<file path="config.mk">
export PLATFORM = sky130hd
export DESIGN_NAME = wdog_timer
export DESIGN_NICKNAME = d
export VERILOG_FILES = /design/src/rtl/wdog_pkg.sv /design/src/rtl/wdog_down_cnt.sv /design/src/rtl/wdog_regs.sv /design/src/rtl/wdog_timer.sv
export SDC_FILE = /design/constraint.sdc
export NUM_CORES = 1
export LEC_CHECK = 0
export BUFFER_PORTS_ARGS = -buffer_cell sky130_fd_sc_hd__buf_2
export CAP_MARGIN = 15
export CORE_UTILIZATION = 33
export CTS_CLUSTER_SIZE = 10
export DETAILED_ROUTE_END_ITERATION = 8
export SLEW_MARGIN = 20
export SYNTH_ARGS = -nofsm -noshare
export SYNTH_HDL_FRONTEND = slang
export SYNTH_SLANG_ARGS = --single-unit
</file>
<file path="constraint.sdc">
create_clock -name clk_i -period 11.5 [get_ports clk_i]
set_input_delay 0.575 -clock clk_i [delete_from_list [all_inputs] [get_ports clk_i]]
set_output_delay 0.575 -clock clk_i [all_outputs]
set_load 0.01 [all_outputs]
</file>
<file path="src/rtl/wdog_pkg.sv">
package wdog_pkg;
  localparam int unsigned DW     = 16;
  localparam int unsigned AW     = 4;
  localparam int unsigned TO_W   = 8;
  localparam int unsigned TO_LSB = 8;
  localparam int unsigned PRE_W  = 8;
  localparam int unsigned CNT_W  = TO_W + 1;

  localparam logic [AW-1:0] OFF_CTL   = 4'h0;
  localparam logic [AW-1:0] OFF_SVC   = 4'h2;
  localparam logic [AW-1:0] OFF_CAUSE = 4'h4;
  localparam logic [AW-1:0] OFF_ICR   = 4'h6;
  localparam logic [AW-1:0] OFF_MISC  = 4'h8;

  localparam int unsigned CTL_EN    = 2;
  localparam int unsigned CTL_SRS_N = 4;
  localparam int unsigned CTL_RA_N  = 5;
  localparam int unsigned ICR_IEN   = 15;
  localparam int unsigned ICR_STS   = 14;
  localparam int unsigned MISC_PDE  = 0;
  localparam int unsigned CAUSE_SW  = 0;
  localparam int unsigned CAUSE_TO  = 1;

  localparam logic [DW-1:0] SVC_KEY_A = 16'h5555;
  localparam logic [DW-1:0] SVC_KEY_B = 16'hAAAA;
endpackage

</file>
<file path="src/rtl/wdog_down_cnt.sv">
module wdog_down_cnt #(
  parameter int unsigned W = 9
) (
  input  logic         clk_i,
  input  logic         rst_ni,
  input  logic         tick_i,
  input  logic         load_i,
  input  logic         start_i,
  input  logic [W-1:0] load_val_i,
  input  logic         stop_i,
  output logic [W-1:0] cnt_o,
  output logic         run_o,
  output logic         exp_o
);
  logic [W-1:0] cnt_q;
  logic         run_q;

  always_ff @(posedge clk_i or negedge rst_ni) begin
    if (!rst_ni) begin
      cnt_q <= '0;
      run_q <= 1'b0;
    end else if (load_i) begin
      cnt_q <= load_val_i;
      run_q <= start_i;
    end else if (stop_i) begin
      run_q <= 1'b0;
    end else if (tick_i && run_q) begin
      cnt_q <= cnt_q - W'(1);
      if (cnt_q == W'(1)) run_q <= 1'b0;
    end
  end

  assign cnt_o = cnt_q;
  assign run_o = run_q;
  assign exp_o = tick_i && run_q && (cnt_q == W'(1)) && !load_i && !stop_i;
endmodule

</file>
<file path="src/rtl/wdog_regs.sv">
module wdog_regs import wdog_pkg::*; #(
  parameter logic [PRE_W-1:0] PRE_DEFAULT = 8'd4
) (
  input  logic             clk_i,
  input  logic             rst_ni,
  input  logic             req_i,
  input  logic             we_i,
  input  logic [AW-1:0]    addr_i,
  input  logic [DW-1:0]    wdata_i,
  input  logic             main_exp_i,
  input  logic             pre_exp_i,
  output logic [DW-1:0]    rdata_o,
  output logic [TO_W-1:0]  timeout_o,
  output logic             en_o,
  output logic             ien_o,
  output logic [PRE_W-1:0] pre_o,
  output logic             ctl_wr_o,
  output logic             icr_wr_o,
  output logic             svc_ok_o,
  output logic             sw_req_o,
  output logic             irq_o
);
  logic [TO_W-1:0]  to_q;
  logic             en_q, ra_n_q, ctl_lock_q;
  logic [DW-1:0]    svc_q;
  logic [1:0]       cause_q;
  logic             ien_q, sts_q, icr_lock_q, pde_q;
  logic [PRE_W-1:0] pre_q;

  logic wr, wr_ctl, wr_svc, wr_icr, wr_misc;
  assign wr      = req_i && we_i;
  assign wr_ctl  = wr && (addr_i == OFF_CTL);
  assign wr_svc  = wr && (addr_i == OFF_SVC);
  assign wr_icr  = wr && (addr_i == OFF_ICR);
  assign wr_misc = wr && (addr_i == OFF_MISC);

  // values in effect this cycle, including a write in progress
  assign timeout_o = (wr_ctl && !ctl_lock_q) ? wdata_i[TO_LSB +: TO_W] : to_q;
  assign en_o      = en_q || (wr_ctl && wdata_i[CTL_EN]);
  assign ien_o     = (wr_icr && !icr_lock_q) ? wdata_i[ICR_IEN] : ien_q;
  assign pre_o     = (wr_icr && !icr_lock_q) ? wdata_i[PRE_W-1:0] : pre_q;

  assign ctl_wr_o = wr_ctl;
  assign icr_wr_o = wr_icr;
  assign svc_ok_o = wr_svc && (svc_q == SVC_KEY_A) && (wdata_i == SVC_KEY_B);
  assign sw_req_o = wr_ctl && !wdata_i[CTL_SRS_N];
  assign irq_o    = sts_q;

  always_ff @(posedge clk_i or negedge rst_ni) begin
    if (!rst_ni) begin
      to_q       <= '0;
      en_q       <= 1'b0;
      ra_n_q     <= 1'b1;
      ctl_lock_q <= 1'b0;
    end else if (wr_ctl) begin
      to_q       <= timeout_o;
      en_q       <= en_o;
      ra_n_q     <= wdata_i[CTL_RA_N];
      ctl_lock_q <= 1'b1;
    end
  end

  always_ff @(posedge clk_i or negedge rst_ni) begin
    if (!rst_ni) svc_q <= '0;
    else if (wr_svc) svc_q <= wdata_i;
  end

  always_ff @(posedge clk_i or negedge rst_ni) begin
    if (!rst_ni) begin
      cause_q <= '0;
    end else if (main_exp_i && en_q) begin
      cause_q <= '0;
      cause_q[CAUSE_TO] <= 1'b1;
    end else if (sw_req_o) begin
      cause_q <= '0;
      cause_q[CAUSE_SW] <= 1'b1;
    end
  end

  always_ff @(posedge clk_i or negedge rst_ni) begin
    if (!rst_ni) begin
      ien_q      <= 1'b0;
      pre_q      <= PRE_DEFAULT;
      icr_lock_q <= 1'b0;
    end else if (wr_icr) begin
      ien_q      <= ien_o;
      pre_q      <= pre_o;
      icr_lock_q <= 1'b1;
    end
  end

  always_ff @(posedge clk_i or negedge rst_ni) begin
    if (!rst_ni) sts_q <= 1'b0;
    else if (pre_exp_i) sts_q <= 1'b1;
    else if (wr_icr && wdata_i[ICR_STS]) sts_q <= 1'b0;
  end

  always_ff @(posedge clk_i or negedge rst_ni) begin
    if (!rst_ni) pde_q <= 1'b1;
    else if (wr_misc) pde_q <= wdata_i[MISC_PDE];
  end

  always_comb begin
    rdata_o = '0;
    if (req_i && !we_i) begin
      case (addr_i)
        OFF_CTL: begin
          rdata_o[TO_LSB +: TO_W] = to_q;
          rdata_o[CTL_RA_N]       = ra_n_q;
          rdata_o[CTL_SRS_N]      = 1'b1;
          rdata_o[CTL_EN]         = en_q;
        end
        OFF_SVC:   rdata_o = svc_q;
        OFF_CAUSE: rdata_o[1:0] = cause_q;
        OFF_ICR: begin
          rdata_o[ICR_IEN]     = ien_q;
          rdata_o[ICR_STS]     = sts_q;
          rdata_o[PRE_W-1:0]   = pre_q;
        end
        OFF_MISC:  rdata_o[MISC_PDE] = pde_q;
        default:   rdata_o = '0;
      endcase
    end
  end
endmodule

</file>
<file path="src/rtl/wdog_timer.sv">
module wdog_timer import wdog_pkg::*; #(
  parameter logic [PRE_W-1:0] PRE_DEFAULT = 8'd4
) (
  input  logic          clk_i,
  input  logic          rst_ni,
  input  logic          tick_i,
  input  logic          req_i,
  input  logic          we_i,
  input  logic [AW-1:0] addr_i,
  input  logic [DW-1:0] wdata_i,
  output logic [DW-1:0] rdata_o,
  output logic          irq_o,
  output logic          rst_req_o
);
  logic [TO_W-1:0]  timeout_eff;
  logic [PRE_W-1:0] pre_eff;
  logic             en_eff, ien_eff, ctl_wr, icr_wr, svc_ok, sw_req;
  logic             main_exp, pre_exp, main_run, pre_run;
  logic [CNT_W-1:0] main_cnt, pre_cnt;

  wdog_regs #(.PRE_DEFAULT(PRE_DEFAULT)) u_regs (
    .clk_i, .rst_ni, .req_i, .we_i, .addr_i, .wdata_i,
    .main_exp_i (main_exp),
    .pre_exp_i  (pre_exp),
    .rdata_o,
    .timeout_o  (timeout_eff),
    .en_o       (en_eff),
    .ien_o      (ien_eff),
    .pre_o      (pre_eff),
    .ctl_wr_o   (ctl_wr),
    .icr_wr_o   (icr_wr),
    .svc_ok_o   (svc_ok),
    .sw_req_o   (sw_req),
    .irq_o
  );

  logic             running, reload_gt, cur_gt;
  logic [CNT_W-1:0] reload_val, pre_ext;
  assign running    = en_eff && (timeout_eff != '0);
  assign reload_val = CNT_W'(timeout_eff) + CNT_W'(1);
  assign pre_ext    = CNT_W'(pre_eff);
  assign reload_gt  = reload_val > pre_ext;
  assign cur_gt     = main_cnt > pre_ext;

  logic m_load, m_start;
  assign m_load  = ctl_wr || (svc_ok && running);
  assign m_start = ctl_wr ? running : main_run;

  wdog_down_cnt #(.W(CNT_W)) u_main_cnt (
    .clk_i, .rst_ni, .tick_i,
    .load_i     (m_load),
    .start_i    (m_start),
    .load_val_i (reload_val),
    .stop_i     (1'b0),
    .cnt_o      (main_cnt),
    .run_o      (main_run),
    .exp_o      (main_exp)
  );

  logic             p_load, p_start, p_stop;
  logic [CNT_W-1:0] p_val;
  always_comb begin
    p_load  = 1'b0;
    p_start = 1'b0;
    p_stop  = 1'b0;
    p_val   = reload_val - pre_ext;
    if (ctl_wr) begin
      if (running && ien_eff && reload_gt) begin
        p_load  = 1'b1;
        p_start = 1'b1;
      end else p_stop = 1'b1;
    end else if (icr_wr) begin
      p_val = main_cnt - pre_ext;
      if (running && ien_eff && cur_gt) begin
        p_load  = 1'b1;
        p_start = 1'b1;
      end else p_stop = 1'b1;
    end else if (svc_ok) begin
      // reload keeps the pre counter's run state
      if (!ien_eff) p_stop = 1'b1;
      else if (running && reload_gt) begin
        p_load  = 1'b1;
        p_start = pre_run;
      end
    end
  end

  wdog_down_cnt #(.W(CNT_W)) u_pre_cnt (
    .clk_i, .rst_ni, .tick_i,
    .load_i     (p_load),
    .start_i    (p_start),
    .load_val_i (p_val),
    .stop_i     (p_stop),
    .cnt_o      (pre_cnt),
    .run_o      (pre_run),
    .exp_o      (pre_exp)
  );

  logic rst_req_q;
  always_ff @(posedge clk_i or negedge rst_ni) begin
    if (!rst_ni) rst_req_q <= 1'b0;
    else rst_req_q <= sw_req
                   || (ctl_wr && en_eff && (timeout_eff == '0))
                   || (main_exp && en_eff);
  end
  assign rst_req_o = rst_req_q;
endmodule

</file>
# Yosys cells after proc, flatten, opt, wreduce, memory -nomap -nowiden
# Cells that the tools add are included.
# word_totals
reg_bits	62
inputBits	25
out_inout_bits	18
word_cells	137
# classes
add_sub_neg	5
order_cmp	2
n_eq_ne	11
n_mux	49
n_reduce_logical	54
# op_table
cell	n
$mux 9	7
$logic_and 1x1->1	30
$mux 1	29
$eq 9x1->1 const B	2
$gt 9x8->1	2
$sub 9x1->9 const B	2
$sub 9x8->9	2
$eq 16x15->1 const B	1
$eq 16x16->1 const B	1
$mux 16	1
$mux 8	2
$pmux 2 s3	2
$pmux 6 s2	1
$reduce_bool 2->1	5
$add 8x1->9 const B	1
$eq 4x3->1 const B	2
$logic_not 8->1	1
$reduce_bool 8->1	1
$logic_not 1->1	7
$ne 6x6->1 const B	1
$pmux 1 s3	2
$reduce_and 3->1	2
$reduce_bool 3->1	2
$eq 4x2->1 const B	1
10 further kinds	14

# Longest topological paths before layout
# Gate-level depths: netlist of run 1.
# depth
word_depth	16
ltp_mapped	19
ltp_nobuf	16

# Modules after synthesis
# From an unflattened synthesis of run 1, not the netlist that was laid out.
# hier_totals
cells_unflattened	475
area_unflattened_um2	4618.2
# modules_own_cells
module	instances	cells_each	area_each_um2	seq_area_each_um2
wdog_regs	1	180	2239.6	1029.7
wdog_down_cnt	2	66	604.3	250.2
wdog_timer	1	163	1169.9	25.0

# Worst setup path after synthesis of run 1
# Ideal clock, no wire load.
# synth_path
path_type	in2reg
from	input addr_i[1]
to	register u_pre_cnt.cnt_q[0] (netlist: u_pre_cnt.cnt_o[0])
setup_time_ps	120
arrival_time_ps	4243
required_ps	11380
setup_slack_ps	7137
stages	17
n_path_buf	3
cell_sequence	buf_4 -> nor4_4 -> and2_1 -> buf_4 -> mux2i_1 -> inv_1 -> ha_1 -> nor3b_1 -> xor2_1 -> ha_1 -> or3_1 -> o21ai_0 -> o221ai_1 -> nor2_1 -> clkbuf_1 -> o31ai_1 -> a31o_2
# synth_via
elab_chain_len	14
elab_cells_between_ends	45
classes_between	add/sub: 3; order compare: 2; eq/ne: 3; mux: 19; reduce/logical: 18
# synth_rtl
item	line_no	source
from (decl)	wdog_timer.sv:9	input logic [AW-1:0] addr_i,
$logic_not 4->1 (*)	wdog_regs.sv:32	assign wr_ctl = wr && (addr_i == OFF_CTL);
$logic_and 1x1->1 (*)	wdog_regs.sv:32	
$logic_and 1x1->1 (*)	wdog_regs.sv:38	assign timeout_o = (wr_ctl && !ctl_lock_q) ? wdata_i[TO_LSB +: TO_W] : to_q;
$mux 8 (*)	wdog_regs.sv:38	
via timeout_eff[0]	wdog_timer.sv:15	logic [TO_W-1:0] timeout_eff;
$add 8x1->9 / $reduce_bool 8->1 (equally long branches)	wdog_timer.sv:40, wdog_timer.sv:39	
$gt 9x8->1 / $logic_and 1x1->1 (equally long branches)	wdog_timer.sv:42, wdog_timer.sv:39	
$logic_and 1x1->1	wdog_timer.sv:81	else if (running && reload_gt) begin
$mux 1	wdog_timer.sv:81	
$mux 1	wdog_timer.sv:80	if (!ien_eff) p_stop = 1'b1;
$mux 1	wdog_timer.sv:78	end else if (svc_ok) begin
$mux 1	wdog_timer.sv:72	end else if (icr_wr) begin
$mux 1	wdog_timer.sv:67	if (ctl_wr) begin
$ne 2x1->1 (no line) / $reduce_bool 2->1 (equally long branches)	-	
$reduce_and 2->1 (no line)	-	
to (signal assigned)	wdog_down_cnt.sv:23	cnt_q <= load_val_i;
to (signal assigned)	wdog_down_cnt.sv:28	cnt_q <= cnt_q - W'(1);
to (decl)	wdog_down_cnt.sv:15	logic [W-1:0] cnt_q;
# The timed path passes the listed nets; every way through them passes the cells marked *.
# A chain may end at the register's enable or synchronous reset.

# Worst setup path in the final report of run 1
# layout_path
from	input addr_i[2]
to	register u_pre_cnt.cnt_q[0] (netlist: u_pre_cnt.cnt_o[0])
# Same word-level chain as after synthesis.

==> Flow_metrics.wiki, run 1 <==
{| class="wikitable"
! Metric !! Value
|-
| Result of the run || completed
|-
| Router iterations before antenna repair || 5
|-
| Number of cells on the worst reg-to-reg path || 16
|-
| Most area-consuming cells after synthesis || sky130_fd_sc_hd__dfrtp_1 33%, sky130_fd_sc_hd__mux2_2 8.4%, sky130_fd_sc_hd__ha_1 6.1%
|-
| TritonCTS clock tree || built
|-
| I/O pin count || 43
|-
| WP data required || 11.72 ns
|-
| First-pass GRT wire length || 21.5 mm
|-
| Number of hold buffers added after CTS || 0
|-
| Synth Flop Type || sky130_fd_sc_hd__dfrtp_1
|-
| Placement row count || 42
|-
| Synth Area per Inst || 9.16 sq um
|-
| Number of levels the H-tree was split into || 3
|-
| Instance count of the mapped netlist || 495
|-
| Max cap viols || 0
|-
| Die Span X || 119 um
|-
| Switching Share || 38.8%
|-
| Number of remaining DRC errors || 0
|-
| Tcrit/Tclk final || 46.1%
|-
| Async SR Flop Fraction || 100%
|-
| Tot Pwr || around 1 mW
|-
| Largest clock skew in the final design || 0.00575 ns
|-
| Yosys reg bits || 62
|-
| RSZ-0062 raised after global routing || no
|-
| Maximum vdd ir drop || 0.0960 mV
|-
| Vias in the first global route || 3963
|-
| Number of nets still failing antenna checks after routing || 0
|-
| Number of synthesized flops with an enable pin || 0
|-
| Max-slew violation total from the final report || 0
|-
| Latest clock arrival within the worst-skew pair || around 0.33 ns
|-
| Min-Delay Path Class || in2async
|-
| Period minus WS final || 5.31 ns
|-
| Relative contribution of combinational cells to total power || 41.5%
|-
| Synth-to-Final Area Change || 14.7%
|-
| Top delay family on crit path || simple AND/OR/NAND/NOR gates
|-
| Net count of the mapped netlist || 544
|-
| Commonest cells in the synthesized netlist || 59 x sky130_fd_sc_hd__dfrtp_1, 49 x sky130_fd_sc_hd__nor2_1, 35 x sky130_fd_sc_hd__nand2_1
|-
| Wire length after detailed routing || 13.2 mm
|-
| Initial antenna violation count || 0
|-
| Buffers inserted during post-CTS setup optimization || 0
|-
| Power per standard cell area || 193 nW/um^2
|-
| Logic depth of the worst setup path including buffers || 18
|-
| Port Buf Inserts || 42
|-
| Sequential power share || a little under a third
|-
| Share of cells above drive strength 1 || 20.0%
|-
| Top fanout value on the critical path || 20
|-
| CTS buffer count || 9
|-
| Area leader, netlist || sky130_fd_sc_hd__dfrtp_1
|-
| Clk pin slew, worst setup/hold paths || 0.06 ns
|-
| Sequential element share of the synthesized area || 34.3%
|-
| Count of final setup violators || 0
|-
| Critical Path Sink Type || register
|-
| Relative contribution of the clock network to total power || 27.3%
|-
| Chain of cells forming the critical path || buf_2, nor4_4, buf_4, and2_1, mux2i_1, inv_1, ha_1, nand2_1, nor3_1, a41oi_1, xnor2_1, ha_1, nand4_1, nor2_1, o221ai_1, nor2_1, o31ai_1, a31o_2
|-
| Largest stage delay on the critical path || 0.80 ns
|-
| Area of the placeable core || 13300 sq um
|-
| Post-synthesis cell area || 4530 sq um
|-
| Die Footprint || about 14000 sq um
|-
| Data arrival at the endpoint of the critical path || 5.53 ns
|-
| Non-filler instance count after layout || 715
|-
| Post-DR vias/cell || 5.61
|-
| Leak Pwr || roughly 2.3 nW
|-
| Worst slew pin tran || 0.967 ns
|-
| Placed Cells || between 600 and 700
|-
| Iteration-0 DRC Markers || 369
|-
| Via Count || approximately 4000
|-
| Total congestion overflow after global routing || 0
|-
| Cell type of the slowest stage on the worst timing path || sky130_fd_sc_hd__nor2_1
|-
| Routability-driven placement congestion ratio || ~0.88
|-
| Synth top area share || 32.6%
|-
| GRT Overall Usage || just under 20%
|-
| CTS Buffer Depth || 2
|-
| Antenna Diode Count || 0
|-
| Effective utilization at floorplan || 34.1%
|-
| Placed wire-length estimate || between 10 and 15 mm
|-
| Largest net degree at the start of global routing || 63
|-
| CTS Root Cell || sky130_fd_sc_hd__clkbuf_16
|-
| Slew HR || a little over a third
|-
| Count of nets after finishing || 583
|-
| Sink count of the clock tree || a little over 60
|-
| Resize count post-CTS || 0
|-
| Yosys warns || 0
|-
| Detailed-route wire length per cell || 18.5 um
|-
| Setup TNS after final layout || 0 ns
|-
| Die boundary height || 119 um
|-
| Switching power || approximately 0.39 mW
|-
| Most common cell in the synthesized netlist || sky130_fd_sc_hd__dfrtp_1
|-
| Number of unique standard cell types used by synthesis || 65
|-
| Internal power || about 0.62 mW
|-
| Critical Path Source Type || input pin
|-
| Max Clk Rate || 188 MHz
|-
| Buffers & Inverters on Critical Path || 3
|-
| Worst Setup Path Type || in2reg
|-
| Hold Vio Cnt, Final || 0
|}
area by class of cell:
| class | count | area (sq um) |
|---|---|---|
| multi-input combinational | 389 | 2790 |
| inverter | 27 | 101 |
| sequential | 62 | 1560 |
| clock inverter | 7 | 72.6 |
| tap | 176 | 220 |
| fill | 1321 | 8090 |
| clock buffer | 9 | 225 |
| timing repair buffer | 45 | 233 |
registers in the layout, summed over array words and instances (netlist names), 2 cells and up:
| register | flops |
|---|---|
| u_regs.svc_q | 16 |
| u_pre_cnt.cnt_o | 9 |
| u_main_cnt.cnt_o | 9 |
| u_regs.pre_q | 8 |
| u_regs.cause_q | 2 |
| u_regs.to_q | 8 |
kinds of logic (layout without fill, tap and decap cells):
kind of cell	count (synthesis)	after routing	synth area share, %
AOI/OAI and AO/OA	106	106	15.9
xor gates and xnor gates	23	23	4.44
adders and majority gates	24	24	6.96
buffers and inverters	44	88	4.06
DFF	62	62	34.3
muxes	50	50	12.0
and+or+nand+nor	186	186	22.4
power groups by stage:
stage | clock network, mW | registers [mW] | logic [mW]
6_report | 0.275 | 0.313 | 0.418
4_1_cts | 0.278 | 0.312 | 0.415
3_3_place_gp | 0 | 0.314 | 0.402
2_1_floorplan | 0 | 0.298 | 0.317
3_5_place_dp | 0 | 0.316 | 0.412
5_1_grt | 0.289 | 0.320 | 0.464
path summary, 6_finish.rpt:
path	to	startpoint	slack, ns
max in group asynchronous	u_regs.to_q[0]	rst_ni	10.56
worst max-delay path	u_pre_cnt.cnt_o[0]	addr_i[2]	6.19
worst max register to register	u_pre_cnt.cnt_o[0]	u_regs.ctl_lock_q	6.49
worst min-delay path	u_regs.cause_q[0]	rst_ni	0.41
worst min register to register	u_regs.ctl_lock_q	u_regs.ctl_lock_q	0.46
min in group clk_i	u_regs.ctl_lock_q	u_regs.ctl_lock_q	0.46
placed cells by master, fill, tap and decap left out, types with 7 or more instances in the layout:
master | synthesis | layout
sky130_fd_sc_hd__mux2_2 | 34 | 34
sky130_fd_sc_hd__dfrtp_1 | 59 | 59
sky130_fd_sc_hd__nor3_1 | 8 | 8
sky130_fd_sc_hd__nor2_1 | 49 | 49
sky130_fd_sc_hd__ha_1 | 22 | 22
sky130_fd_sc_hd__inv_1 | 27 | 27
sky130_fd_sc_hd__nand2b_1 | 7 | 7
sky130_fd_sc_hd__nor4_1 | 7 | 7
sky130_fd_sc_hd__a21oi_1 | 27 | 27
sky130_fd_sc_hd__nand3_1 | 16 | 16
sky130_fd_sc_hd__mux2i_1 | 15 | 15
sky130_fd_sc_hd__a22oi_1 | 7 | 7
sky130_fd_sc_hd__a31oi_1 | 7 | 7
sky130_fd_sc_hd__xnor2_1 | 18 | 18
sky130_fd_sc_hd__nand2_1 | 35 | 35
sky130_fd_sc_hd__o31ai_1 | 7 | 7
sky130_fd_sc_hd__nand4_1 | 8 | 8
sky130_fd_sc_hd__or3_1 | 7 | 7
sky130_fd_sc_hd__or4_1 | 8 | 8
sky130_fd_sc_hd__clkbuf_16 | 0 | 9
sky130_fd_sc_hd__o21ai_0 | 16 | 16
sky130_fd_sc_hd__buf_2 | 3 | 42
through the flow:
| step | util [%] | area [sq um] | hold WS (ns) | setup WS [ns] |
|---|---|---|---|---|
| 6_report | 39.1 | 5200 | 0.409 | 6.19 |
| 5_1_grt | 39.1 | 5200 | 0.490 | 5.75 |
| 4_1_cts | 39.1 | 5200 | 0.447 | 6.34 |
| 3_5_place_dp | 36.9 | 4900 | 0.452 | 6.01 |
| 3_3_place_gp | 36.9 | 4900 | 0.446 | 6.23 |
| 2_1_floorplan | - | 4530 | 0.279 | 7.14 |
layer usage:
| layer | GRT usage (%) | vias to the layer above | wire length, um |
|---|---|---|---|
| met5 | 0 | - | 0 |
| met4 | 7.12 | 0 | 254 |
| met3 | 4.07 | 22 | 789 |
| met2 | 30.0 | 147 | 5960 |
| met1 | 26.7 | 1936 | 6220 |
| li1 | - | 1908 | - |
(Power assumes the default switching activity.)
==> run 2: changes to the inputs <==
--- a/config.mk
+++ b/config.mk
@@ -5,6 +5,7 @@
 export SDC_FILE = /design/constraint.sdc
 export NUM_CORES = 1
 export LEC_CHECK = 0
+export ABC_AREA = 1
 export BUFFER_PORTS_ARGS = -buffer_cell sky130_fd_sc_hd__buf_2
 export CAP_MARGIN = 15
 export CORE_UTILIZATION = 33
==> constraint.sdc (replaced) <==
create_clock -name clk_i -period 5.1 [get_ports clk_i]
set_input_delay 0.255 -clock clk_i [delete_from_list [all_inputs] [get_ports clk_i]]
set_output_delay 0.255 -clock clk_i [all_outputs]
set_load 0.01 [all_outputs]
==> run 2 against run 1 <==
  * Flip-flop and latch count is the same
  * Register-to-register slack lost 5.7 ns
  * Core utilization shrank 0.12 points
  * Non-clock buffer count increased by 1
  * Die area up 5.0%
  * Sequential power rose by 120%
  * Critical endpoint is now u_pre_cnt.cnt_o[5]
==> Flow_metrics.wiki, run 2 <==
{| class="wikitable"
! Metric !! Value
|-
| Net count of the mapped netlist || 725 (+33%)
|-
| Resize count post-CTS || 0 (unchanged)
|-
| Port Buf Inserts || 42 (unchanged)
|-
| Synth Flop Type || sky130_fd_sc_hd__dfrtp_1
|-
| Number of remaining DRC errors || 0 (unchanged)
|-
| CTS Root Cell || sky130_fd_sc_hd__clkbuf_16
|-
| Number of synthesized flops with an enable pin || 0 (unchanged)
|-
| Max cap viols || 0 (unchanged)
|-
| Worst-case register-to-register setup slack || 0.81 ns (-5.68 ns)
|-
| I/O pin count || 43 (unchanged)
|-
| Area leader, netlist || sky130_fd_sc_hd__dfrtp_1
|-
| Leak Pwr || 2.78 nW (+22%)
|-
| Effective utilization at floorplan || 34.0% (-0.053 points)
|-
| Post-synthesis cell area || 4760 sq um (+5.1%)
|-
| Max-slew violation total from the final report || 0 (unchanged)
|-
| Number of cells on the worst reg-to-reg path || 23 (+7)
|-
| Count of final setup violators || 0 (unchanged)
|-
| Number of hold buffers added after CTS || 0 (unchanged)
|-
| Tcrit/Tclk final || 84.0%
|-
| Cell type of the slowest stage on the worst timing path || sky130_fd_sc_hd__o21ai_1
|-
| Largest net degree at the start of global routing || 63 (unchanged)
|-
| Period minus WS final || 4.29 ns
|-
| Latest clock arrival within the worst-skew pair || 0.35 ns (+0.02 ns)
|-
| TritonCTS clock tree || built
|-
| Min-Delay Path Class || in2async
|-
| GRT Overall Usage || 19.4% (-0.059 points)
|-
| CTS Buffer Depth || 2 (unchanged)
|-
| Count of nets after finishing || 769 (+32%)
|-
| Power per standard cell area || 351 nW/um^2 (+82%)
|-
| Chain of cells forming the critical path || inv_1, nand4_2, o21ai_1, ha_1, nand2_1, nor2_2, nand3_1, xor2_1, inv_1, ha_1, nand2_1, inv_1, a21oi_1, nand2_1, nand2_1, a21oi_1, a21oi_2, nor2_1, nand2_2, nand2_2, nor2_2, nand2_1, nand2_1
|-
| Die boundary height || 122 um (+2.4%)
|-
| Critical Path Sink Type || register
|-
| Vias in the first global route || 4271 (+7.8%)
|-
| RSZ-0062 raised after global routing || no
|-
| CTS buffer count || 9 (unchanged)
|-
| Wire length after detailed routing || 13.3 mm (+0.48%)
|-
| Max FFs per register || 16 (unchanged)
|-
| Number of levels the H-tree was split into || 3 (unchanged)
|-
| Max Clk Rate || 233 MHz
|-
| Worst Setup Path Type || reg2reg
|-
| Setup TNS after final layout || 0 ns (unchanged)
|-
| Number of unique standard cell types used by synthesis || 44 (-32%)
|-
| Routability-driven placement congestion ratio || 0.912 (+3.3%)
|-
| Placed wire-length estimate || 10.4 mm (+1.8%)
|-
| CP startpoint || u_regs.ctl_lock_q
|-
| Synth-to-Final Area Change || 14.6%
|-
| Instance count of the mapped netlist || 676 (+37%)
|-
| Terminus of the critical flop-to-flop path || u_pre_cnt.cnt_o[5]
|-
| Result of the run || completed
|-
| Largest stage delay on the critical path || 0.47 ns (-0.33 ns)
|-
| Iteration-0 DRC Markers || 312 (-15%)
|-
| Cell type with the highest occurrence count on the critical path || sky130_fd_sc_hd__nand2_1
|-
| Synth Area per Inst || 7.04 sq um (-23%)
|-
| Detailed-route wire length per cell || 14.7 um (-21%)
|-
| Via Count || 4469 (+11%)
|-
| Router iterations before antenna repair || 8 (+3)
|-
| Synth top area share || 31.0% (-1.6 points)
|-
| Sink count of the clock tree || 62 (unchanged)
|-
| Number of nets still failing antenna checks after routing || 0 (unchanged)
|-
| Commonest cells in the synthesized netlist || 184 x sky130_fd_sc_hd__nand2_1, 98 x sky130_fd_sc_hd__inv_1, 59 x sky130_fd_sc_hd__dfrtp_1
|-
| CP Capture Point || u_pre_cnt.cnt_o[5]
|-
| Share of cells above drive strength 1 || 15.3% (-4.7 points)
|-
| Buffers inserted during post-CTS setup optimization || 0 (unchanged)
|-
| Placement row count || 43 (+2.4%)
|-
| Sequential element share of the synthesized area || 32.7% (-1.6 points)
|-
| Worst slew pin tran || 0.832 ns (-0.135 ns)
|-
| Commonest cells after routing, fill and taps aside || 184 x sky130_fd_sc_hd__nand2_1, 98 x sky130_fd_sc_hd__inv_1, 59 x sky130_fd_sc_hd__dfrtp_1
|-
| Most common cell in the synthesized netlist || sky130_fd_sc_hd__nand2_1
|-
| First-pass GRT wire length || 21.8 mm (+1.6%)
|-
| WP data required || 5.39 ns (-6.33 ns)
|-
| Die Footprint || 14900 sq um (+5.0%)
|-
| Async SR Flop Fraction || 100% (unchanged)
|-
| Critical Path Source Type || register
|-
| Total congestion overflow after global routing || 0 (unchanged)
|-
| Area of the placeable core || 14000 sq um (+5.2%)
|-
| Maximum vdd ir drop || 0.175 mV (+82%)
|-
| Top fanout value on the critical path || 13 (-35%)
|-
| Yosys reg bits || 62 (unchanged)
|-
| Clk pin slew, worst setup/hold paths || 0.06 ns (about the same)
|-
| Data arrival at the endpoint of the critical path || 4.58 ns (-0.95 ns)
|-
| Critical R2R Launch || u_regs.ctl_lock_q
|-
| Post-DR vias/cell || 4.94 (-12%)
|-
| Initial antenna violation count || 0 (unchanged)
|-
| Antenna Diode Count || 0 (unchanged)
|-
| Die Span X || 122 um (+2.4%)
|-
| Largest register by flop count || u_regs.svc_q
|-
| Most common cell after layout, fill and taps aside || sky130_fd_sc_hd__nand2_1
|-
| Hold Vio Cnt, Final || 0 (unchanged)
|-
| Yosys warns || 0 (unchanged)
|-
| Hold Worst Slack || 0.0886 ns (-0.321 ns)
|-
| Largest clock skew in the final design || 0.0136 ns (+0.00784 ns)
|-
| Most area-consuming cells after synthesis || sky130_fd_sc_hd__dfrtp_1 31%, sky130_fd_sc_hd__nand2_1 15%, sky130_fd_sc_hd__inv_1 7.7%
|-
| Slew HR || 44.5% (+9.2 points)
|}
## run 2: changes by cell type after synthesis, sizes merged, moves of 8 or more
cell	delta
o21ai	+43
nand2	+167
xor2	+17
nand3	+28
xnor2	-13
or4	-8
mux2	-35
mux2i	-15
nand4	+10
inv	+78
## run 2: cell type report
cell class,count,area [sq um]
multi-input combinational,495,2730
timing repair buffer,46,240
clock buffer,9,225
inverter,106,398
sequential,62,1560
tap,180,225
fill,1522,8530
clock inverter,7,81.3
## run 2: worst max-delay path, delay by kind of cell, from the launching register on
kind | cells | cell delay, ns
and+or+nand+nor | 13 | 1.92
AOI/OAI and AO/OA | 4 | 0.87
adders and majority gates | 2 | 0.61
DFF | 1 | 0.37
xor gates and xnor gates | 1 | 0.23
buffers and inverters | 3 | 0.20
## run 2: power by group
group          internal (mW)  total, mW  switching (mW)
registers              0.596      0.694          0.0973
logic                  0.230      0.582           0.353
clock network          0.384      0.640           0.256
## run 2: cells by family after synthesis
| logic type | Yosys count | synth area share, % |
|---|---|---|
| buffers and inverters | 119 | 10.0 |
| AOI/OAI and AO/OA | 111 | 13.3 |
| adders and majority gates | 24 | 6.62 |
| xor gates and xnor gates | 27 | 4.97 |
| and+or+nand+nor | 333 | 32.5 |
| DFF | 62 | 32.7 |
## run 2: worst min path at each step
stage	slack, ns	cells after the start	end	start
floorplan	-0.04	0	rst_req_o	rst_ni
global placement	0.45	2	u_regs.icr_lock_q	u_regs.icr_lock_q
detailed placement	0.45	2	u_regs.icr_lock_q	u_regs.icr_lock_q
CTS	0.12	3	u_regs.svc_q[0]	wdata_i[0]
global route	0.14	3	u_regs.svc_q[0]	wdata_i[0]
finish	0.09	2	u_regs.svc_q[9]	rst_ni
## run 2: layer usage
| metal | GRT usage, % | up-vias | wire length (um) |
|---|---|---|---|
| met2 | 29.6 | 126 | 5750 |
| li1 | - | 2283 | - |
| met1 | 26.5 | 2036 | 6420 |
| met4 | 8.84 | 0 | 406 |
| met3 | 3.60 | 24 | 716 |
| met5 | 0 | - | 0 |
## run 2: per-stage QoR
| step | area [sq um] | total power [mW] | instances | worst slack, ns | util (%) |
|---|---|---|---|---|---|
| finish | 5460 | 1.92 | 905 | 0.814 | 39.0 |
| global route | 5460 | 2.06 | 905 | 0.186 | 39.0 |
| CTS | 5460 | 1.93 | 905 | 0.818 | 39.0 |
| detailed placement | 5150 | 1.28 | 889 | 0.723 | 36.8 |
| global placement | 5150 | 1.28 | 889 | 0.799 | 36.8 |
| floorplan | 4760 | 1.11 | 676 | 1.63 | - |
==> run 3: changes to the inputs <==
==> constraint.sdc (replaced) <==
create_clock -name clk_i -period 3.95 [get_ports clk_i]
set_input_delay 0.1975 -clock clk_i [delete_from_list [all_inputs] [get_ports clk_i]]
set_output_delay 0.1975 -clock clk_i [all_outputs]
set_load 0.01 [all_outputs]
==> run 3 against run 2 <==
  * Cell count rose by 1.8%
  * Global-route usage shrank 0.14 points
  * Worst setup slack got worse by 0.47 ns
  * Sequential share of layout area shrank 1.0 points
  * Combinational power rose by 29%
  * Largest cell class unchanged
  * Highest routed layer unchanged
  * Via count is 1.3% higher
  * Total power increased by 34%
==> Flow_metrics.wiki, run 3 (same netlist as run 2, synthesis figures left out) <==
{| class="wikitable"
! Metric !! Value
|-
| Effective utilization at floorplan || 34.0% (unchanged)
|-
| Count of final setup violators || 0 (unchanged)
|-
| Total congestion overflow after global routing || 0 (unchanged)
|-
| Non-filler instance count after layout || 921 (+1.8%)
|-
| Min-Delay Path Class || in2reg
|-
| Synth-to-Final Area Change || 18.7%
|-
| Max-slew violation total from the final report || 0 (unchanged)
|-
| Placement row count || 43 (unchanged)
|-
| Area taken by multi-input logic gates || 2770 sq um (+1.3%)
|-
| Sink count of the clock tree || 62 (unchanged)
|-
| Commonest cells after routing, fill and taps aside || 184 x sky130_fd_sc_hd__nand2_1, 98 x sky130_fd_sc_hd__inv_1, 59 x sky130_fd_sc_hd__dfrtp_1
|-
| Iteration-0 DRC Markers || 279 (-11%)
|-
| Non-Filler Cell Area, Final || 5650 sq um (+3.6%)
|-
| Number of remaining DRC errors || 0 (unchanged)
|-
| Max FFs per register || 16 (unchanged)
|-
| CTS Buffer Depth || 2 (unchanged)
|-
| WP data required || 4.22 ns (-1.17 ns)
|-
| Clk pin slew, worst setup/hold paths || 0.06 ns (about the same)
|-
| CTS buffer count || 9 (unchanged)
|-
| Sequential cell area || 1560 sq um (unchanged)
|-
| Slew HR || 63.0% (+18 points)
|-
| Routability-driven placement congestion ratio || 0.893 (-2.0%)
|-
| Initial antenna violation count || 0 (unchanged)
|-
| Placed wire-length estimate || 10.5 mm (+1.1%)
|-
| TritonCTS clock tree || built
|-
| Critical Path Sink Type || register
|-
| Number of nets still failing antenna checks after routing || 0 (unchanged)
|-
| Leak Pwr || 2.88 nW (+3.6%)
|-
| Antenna Diode Count || 0 (unchanged)
|-
| First-pass GRT wire length || 21.7 mm (-0.22%)
|-
| Latest clock arrival within the worst-skew pair || 0.34 ns (about the same)
|-
| Worst Setup Path Type || reg2reg
|-
| Vias in the first global route || 4223 (-1.1%)
|-
| Hold Vio Cnt, Final || 0 (unchanged)
|-
| Period minus WS final || 3.61 ns (-0.677 ns)
|-
| Largest clock skew in the final design || 0.0118 ns (-0.00180 ns)
|-
| Result of the run || completed
|-
| Filler Cell Count || 1468 (-3.5%)
|-
| Die Footprint || 14900 sq um (unchanged)
|-
| Power per standard cell area || 456 nW/um^2 (+30%)
|-
| Cell type of the slowest stage on the worst timing path || sky130_fd_sc_hd__dfrtp_1
|-
| Cell type with the highest occurrence count on the critical path || sky130_fd_sc_hd__nand2_1
|-
| Maximum vdd ir drop || 0.217 mV (+24%)
|-
| Detailed-route wire length per cell || 14.6 um (-0.44%)
|-
| Worst slew pin tran || 0.556 ns (-0.277 ns)
|-
| Tcrit/Tclk final || 91.4% (+7.3 points)
|-
| Share of cells above drive strength 1 || 17.4% (+2.1 points)
|-
| Via Count || 4528 (+1.3%)
|-
| Die Span X || 122 um (unchanged)
|-
| Post-DR vias/cell || 4.92 (-0.44%)
|-
| Router iterations before antenna repair || 5 (-3)
|-
| Max Clk Rate || 277 MHz (+19%)
|-
| Largest register by flop count || u_regs.svc_q
|-
| CTS Root Cell || sky130_fd_sc_hd__clkbuf_16
|-
| Port Buf Inserts || 42 (unchanged)
|-
| Cell area reported after detailed placement || 5250 sq um (+2.0%)
|-
| Number of levels the H-tree was split into || 3 (unchanged)
|-
| Die boundary height || 122 um (unchanged)
|-
| Wire length after detailed routing || 13.5 mm (+1.3%)
|-
| GRT Overall Usage || 19.3% (-0.14 points)
|-
| Placement Setup Slack || 0.180 ns (-0.544 ns)
|-
| Data arrival at the endpoint of the critical path || 3.88 ns (-0.70 ns)
|-
| Area of the placeable core || 14000 sq um (unchanged)
|-
| Most common cell after layout, fill and taps aside || sky130_fd_sc_hd__nand2_1
|-
| Max cap viols || 0 (unchanged)
|-
| Largest net degree at the start of global routing || 43 (-32%)
|-
| Top fanout value on the critical path || 10 (-3)
|-
| PnR worst setup slack || 0.341 ns (-0.473 ns)
|-
| I/O pin count || 43 (unchanged)
|-
| Count of nets after finishing || 786 (+2.2%)
|-
| Placed Cells || 903 (+1.6%)
|-
| Critical Path Source Type || register
|-
| Largest stage delay on the critical path || 0.35 ns (-0.12 ns)
|}
==> run 3: cell count changes in the layout (fill, tap and decap cells not counted), moves of 2 or more <==
cell and change:
sky130_fd_sc_hd__bufinv_16 +2, sky130_fd_sc_hd__ha_1 -3, sky130_fd_sc_hd__inv_6 -2, sky130_fd_sc_hd__buf_4 +16, sky130_fd_sc_hd__ha_2 +2, sky130_fd_sc_hd__clkinv_4 -3
==> run 3: final cells by class <==
type                            instances  share of cell area, %
Multi-Input combinational cell        495                   48.9
Timing Repair Buffer                   63                   6.55
Clock inverter                          4                   1.68
Clock buffer                           11                   4.29
Tap cell                              180                   3.98
Sequential cell                        62                   27.5
Inverter                              106                   7.04
==> run 3: worst max-delay path: cells and delay by family, from the launching register on <==
family	cells	cell delay (ns)
AO/OA/AOI/OAI	5	0.60
adder cells (fa/ha/maj)	2	0.55
AND/OR/NAND/NOR	14	1.15
buffers and inverters	5	0.67
XOR/XNOR	1	0.20
flip-flops	1	0.35
==> run 3: worst paths after layout <==
path	startpoint	to	slack (ns)	depth (start not counted)
max	u_regs.ctl_lock_q	u_pre_cnt.cnt_o[3]	0.34	27
min	wdata_i[0]	u_regs.svc_q[0]	0.09	3
max reg2reg	u_regs.ctl_lock_q	u_pre_cnt.cnt_o[3]	0.34	27
min reg2reg	u_regs.icr_lock_q	u_regs.icr_lock_q	0.46	2
max in group asynchronous	rst_ni	u_regs.pre_q[2]	2.62	3
min in group asynchronous	rst_ni	u_main_cnt.cnt_o[2]	0.37	2
==> run 3: through the flow <==
| step | hold WS [ns] | util, % | TNS (ns) | total power [mW] |
|---|---|---|---|---|
| 2_1_floorplan | -0.0981 | - | 0 | 1.44 |
| 3_3_place_gp | 0.204 | 37.6 | 0 | 1.66 |
| 3_5_place_dp | 0.208 | 37.6 | 0 | 1.65 |
| 4_1_cts | 0.0825 | 40.0 | 0 | 2.59 |
| 5_1_grt | 0.116 | 40.4 | -0.0115 | 2.74 |
| 6_report | 0.0915 | 40.4 | 0 | 2.58 |
==> run 3: what timing repair did <==
item,in CTS,in global routing
setup endpoints to repair,0,9
resized for setup,0,7
endpoints found under the hold margin,20,0
setup buffers,0,2
hold buffers,1,0
==> run 3: metal layers <==
layer | vias up | part of all wire [%] | track usage, %
li1 | 2318 | - | -
met1 | 2096 | 49 | 26.4
met2 | 93 | 45 | 30.3
met3 | 21 | 4.0 | 3.56
met4 | 0 | 2.2 | 6.40
met5 | - | 0 | 0
==> run 3: report_power, final <==
part           leakage, nW  switching (mW)  internal (mW)  total [mW]
logic                 1.97           0.453          0.298       0.751
registers            0.739           0.126          0.771       0.897
clock network        0.166           0.299          0.629       0.928
